## src/rtl/corr_frame_ctrl.sv

```systemverilog
module corr_frame_ctrl #(
  parameter int UNIT     = 125000,
  parameter int BOCF_LEN = 256,
  parameter int MULT_W   = 8,
  parameter int EXP_W    = 3
) (
  input  logic              clk,
  input  logic              rst_n,
  input  logic              samp_en,
  input  logic              pps,
  input  logic [MULT_W-1:0] cfg_frame_mult,
  input  logic [EXP_W-1:0]  cfg_add_exp,
  input  logic [EXP_W-1:0]  cfg_shift_exp,
  output logic              bocf,
  output logic              enadd,
  output logic              enshft
);
  localparam int MAX_LEN = (2 ** MULT_W) * UNIT;
  localparam int CNT_W   = $clog2(2 * MAX_LEN);
  localparam logic [CNT_W-1:0] UNIT_C = CNT_W'(UNIT);
  localparam logic [CNT_W-1:0] BL_C   = CNT_W'(BOCF_LEN);

  logic [CNT_W-1:0]  cnt, sh, last;
  logic              pend, pps_q, pps_edge, frame_end, at_start;
  logic [MULT_W-1:0] mult_q, mult_eff;
  logic [EXP_W-1:0]  add_exp_q, shift_exp_q, add_eff, shift_eff;

  assign at_start  = (cnt == '0);
  assign mult_eff  = at_start ? cfg_frame_mult : mult_q;
  assign add_eff   = at_start ? cfg_add_exp    : add_exp_q;
  assign shift_eff = at_start ? cfg_shift_exp  : shift_exp_q;
  assign last      = (CNT_W'(mult_eff) + 1'b1) * UNIT_C - 1'b1;
  assign pps_edge  = pps & ~pps_q;
  assign frame_end = pend ? (cnt >= last && sh == last) : (cnt == last);

  function automatic logic strobe(input logic [EXP_W-1:0] e, input logic [CNT_W-1:0] c,
                                  input logic en);
    logic [CNT_W-1:0] mask;
    mask = (CNT_W'(1) << e) - 1'b1;
    return (e == '0) || (en && c >= BL_C && ((c - BL_C) & mask) == '0);
  endfunction

  assign bocf   = cnt < BL_C;
  assign enadd  = strobe(add_eff, cnt, samp_en);
  assign enshft = strobe(shift_eff, cnt, samp_en);

  always_ff @(posedge clk or negedge rst_n) begin
    if (!rst_n) begin
      cnt         <= '0;
      sh          <= '0;
      pend        <= 1'b0;
      pps_q       <= 1'b0;
      mult_q      <= '0;
      add_exp_q   <= '0;
      shift_exp_q <= '0;
    end else begin
      pps_q <= pps;
      if (samp_en) begin
        if (at_start) begin
          mult_q      <= cfg_frame_mult;
          add_exp_q   <= cfg_add_exp;
          shift_exp_q <= cfg_shift_exp;
        end
        cnt <= frame_end ? '0 : cnt + 1'b1;
        if (pend) sh <= (sh == last) ? '0 : sh + 1'b1;
      end
      if (pps_edge) begin
        pend <= !at_start;
        sh   <= samp_en ? CNT_W'(1) : '0;
      end else if (samp_en && frame_end) begin
        pend <= 1'b0;
      end
    end
  end
endmodule

```

## config.mk

```make
export PLATFORM = sky130hd
export DESIGN_NAME = corr_frame_ctrl
export DESIGN_NICKNAME = d
export VERILOG_FILES = /design/src/rtl/corr_frame_ctrl.sv
export SDC_FILE = /design/constraint.sdc
export NUM_CORES = 1
export LEC_CHECK = 0
export ABC_AREA = 1
export BUFFER_PORTS_ARGS = -buffer_cell sky130_fd_sc_hd__buf_2
export CORE_MARGIN = 1.5
export CORE_UTILIZATION = 32
export DETAILED_ROUTE_END_ITERATION = 8
export GPL_TIMING_DRIVEN = 0
export PLACE_DENSITY_LB_ADDON = 0.08
export SLEW_MARGIN = 10
export SYNTH_ARGS = -nofsm -noshare
export SYNTH_HDL_FRONTEND = slang
export SYNTH_SLANG_ARGS = --single-unit
```

## constraint.sdc

```tcl
create_clock -name clk -period 23 [get_ports clk]
set_clock_uncertainty 0.2 [all_clocks]
set_input_delay 4.6 -clock clk [delete_from_list [all_inputs] [get_ports clk]]
set_output_delay 4.6 -clock clk [all_outputs]
set_load 0.02 [all_outputs]
```

==> impl_metrics.py <==
metrics = {
    "floorplan": {
        "num_rows": 57,
        "io_pins": 21,
        "die_h_um": 162,
        "core-area_sq_mm": 0.0245,
        "die_x_um": 162,
        "dieArea_sq_mm": 0.0262,
        "start_util_pct": 32.9,
    },
    "clocking": {
        "clock-sinks": 68,
        "post_cts_resized": 0,
        "cts_tree": "done",
        "insertion_delay_ns": 0.35,
        "post-cts-setup-buffers": 0,
        "cts_hold_repair.buffers": 0,
        "cts-root-buf": "clkbuf_16",
        "clk_pin_slew_ns": 0.07,
        "cts-htree-levels": 3,
        "clockBufferDepth": 2,
        "numCtsBuffers": 9,
    },
    "worst_setup_path": {
        "reg2reg_depth": 39,
        "crit_top_cell": "nand2_1",
        "slowest_stage": "nor2_1",
        "max_stage_delay_ns": 0.62,
        "crit_type": "in2reg",
        "worstPathArrival_ns": 12.43,
        "r2r-start": "cnt[1]$_DFFE_PN0P_",
        "crit_end": "cnt[5]$_DFFE_PN0P_",
        "cp-startpoint": "cfg_frame_mult[0]",
        "cp-end-kind": "flop",
        "reg2reg_slack_ns": 13.80,
        "worstPathRequired_ns": 23.04,
        "critPathLaunchType": "input pin",
        "path_max_fanout": 12,
        "timing.rr.end": "cnt[5]$_DFFE_PN0P_",
    },
    "finish": {
        "layout_commonest_cell": "nand2_1",
        "layout_common_cells": "nand2_1 (278), inv_1 (196), nor2_1 (105)",
        "fin_util_pct": 36.2,
        "final_nets": 1338,
        "antennaDiodeCount": 0,
        "fill_cells": 2673,
        "final_layout_size_suffix_gt1_share_pct": 8.52,
        "area_delta_synth_final_pct": 10.1,
        "final_area_sq_mm": 0.00889,
    },
    "synth": {
        "syn_area_sq_mm": 0.00807,
        "synth_ff_type": "dfrtp_1",
        "synth_fp_nets": 1307,
        "ys_ff_latch": 68,
        "synthMuxAreaShare_pct": 0.124,
        "synth_edf_count": 0,
        "yosys.area_share.simple_pct": 32.1,
        "synthAdderAreaFrac_pct": 19.8,
        "synth.avg_cell_area_sq_um": 6.88,
        "synth_cells": 1173,
        "ys_async_sr_fraction_pct": 100,
        "synth-xor-area-share_pct": 5.60,
        "synth_top_family_by_area": "simple AND/OR/NAND/NOR gates",
        "synth_compound_area_share_pct": 9.78,
        "seq_area_frac_synth_pct": 21.1,
        "yosys.cell_types.count": 51,
        "synth_warnings": 0,
    },
    "hold_path": {
        "hold_class": "reg2reg",
    },
    "route": {
        "first_pass_iters": 4,
        "vias": 7263,
        "met1Wirelength_mm": 12.1,
        "drt_iter0_drc": 437,
        "dr_wl_met2_mm": 9.55,
        "met3_length_um": 791,
        "wl_per_cell_um": 14.8,
        "topRoutingLayerUsed": "met4",
        "ant_nets": 0,
        "drc": 0,
        "wirelength_mm": 22.7,
        "routed_via_density": 4.74,
    },
    "run_status": {
        "outcome": "finished clean",
    },
    "sta": {
        "setup_viol": 0,
        "finalWorstSetupSlack_ns": 10.62,
        "rsz0062_at_grt": "false",
        "period_needed_ns": 12.38,
        "setup_tns_ns": 0,
        "fmax_ghz": 0.0808,
        "max_slew.worst_pin.slew_ns": 0.790,
        "whs_ns": 0.282,
        "drv_slew": 0,
        "relSlewSlack_pct": 47.1,
        "min_period_over_period_pct": 53.8,
        "finalHoldViolCount": 0,
    },
    "global_route": {
        "antenna_found_initial": 0,
        "grt_pass1_wl_mm": 37.1,
        "grt_max_degree": 39,
        "grt_usage_pct": 18.1,
        "grt_pass1_vias": 6950,
        "overflow": 0,
    },
    "power_and_ir_drop": {
        "p_leak_nw": 4.76,
        "vdd_drop_max_uv": 53.1,
        "p_per_area_mw_per_mm2": 154,
    },
    "placement": {
        "hpwl_mm": 18.7,
        "gp_congestion": 0.829,
        "place_area_sq_mm": 0.00859,
        "pre_cts_ws_ns": 10.25,
        "io_buffer_count": 19,
    },
    "job": {
        "cap_violations": 0,
    },
}
==> layer usage <==
metal | vias to the layer above | track usage [%]
met4 | 0 | 3.71
met1 | 3293 | 27.0
li1 | 3852 | -
met3 | 18 | 2.71
met5 | - | 0
met2 | 100 | 27.4
==> sequential cells by signal, summed over array words and instances (netlist names) <==
signal and flops:
cnt 26, sh 26, mult_q 8, add_exp_q 3, shift_exp_q 3, pend 1
pps_q 1
==> logic make-up (layout without fill, tap and decap cells) <==
family          after synthesis  after routing
flops                        68             68
fa+ha+maj                   116            116
mux                           1              1
simple gates                567            567
compound gates              139            139
xor+xnor                     50             50
buf+inv                     232            268
==> through the flow <==
stage	instances	total power, mW
6_report	1533	1.37
5_1_grt	1533	1.56
4_1_cts	1533	1.38
3_5_place_dp	1517	1.23
3_3_place_gp	1516	1.23
2_1_floorplan	1173	0.938
==> cell type report <==
class	instances	area [sq um]	area share [%]
flip-flops and latches	68	1700	19.1
inverters	217	817	9.19
well taps	324	405	4.56
clock buffers	12	246	2.77
clock inverters	4	48.8	0.549
plain buffers	15	106	1.20
repair buffers	20	118	1.32
multi-input cells	873	5450	61.3
==> worst min-delay path by stage <==
stage                                    start                    endpoint  depth (start not counted)  slack (ns)
floorplan           shift_exp_q[1]$_DFFE_PN0P_  shift_exp_q[1]$_DFFE_PN0P_                          2        0.25
global placement    shift_exp_q[1]$_DFFE_PN0P_  shift_exp_q[1]$_DFFE_PN0P_                          2        0.26
detailed placement  shift_exp_q[1]$_DFFE_PN0P_  shift_exp_q[1]$_DFFE_PN0P_                          2        0.27
CTS                 shift_exp_q[1]$_DFFE_PN0P_  shift_exp_q[1]$_DFFE_PN0P_                          2        0.28
global route        shift_exp_q[1]$_DFFE_PN0P_  shift_exp_q[1]$_DFFE_PN0P_                          2        0.31
finish              shift_exp_q[1]$_DFFE_PN0P_  shift_exp_q[1]$_DFFE_PN0P_                          2        0.28
==> power breakdown <==
part	internal, mW	switching (mW)	total [mW]
Clock	0.0869	0.0568	0.144
Sequential	0.138	0.0223	0.161
Combinational	0.351	0.714	1.07
Total	0.576	0.794	1.37
==> Yosys cell counts, types with 28 or more instances <==
cell type	count	area share, %
nand2_1	278	13
inv_1	196	9.1
o21ai_0	55	3.4
ha_1	96	15
dfrtp_1	68	21
nand3_1	78	4.8
nand4_1	35	2.7
a21oi_1	33	2.0
xor2_1	39	4.2
o22ai_1	28	2.2
nor2_1	105	4.9
==> worst max-delay path: cells and delay by family <==
kind,cells,cell delay [ns]
adder cells (fa/ha/maj),7,2.82
AND/OR/NAND/NOR,16,2.71
AO/OA/AOI/OAI,5,0.96
buffers and inverters,7,0.88
XOR/XNOR,1,0.42
No activity file was read; power rests on OpenSTA's default activity.
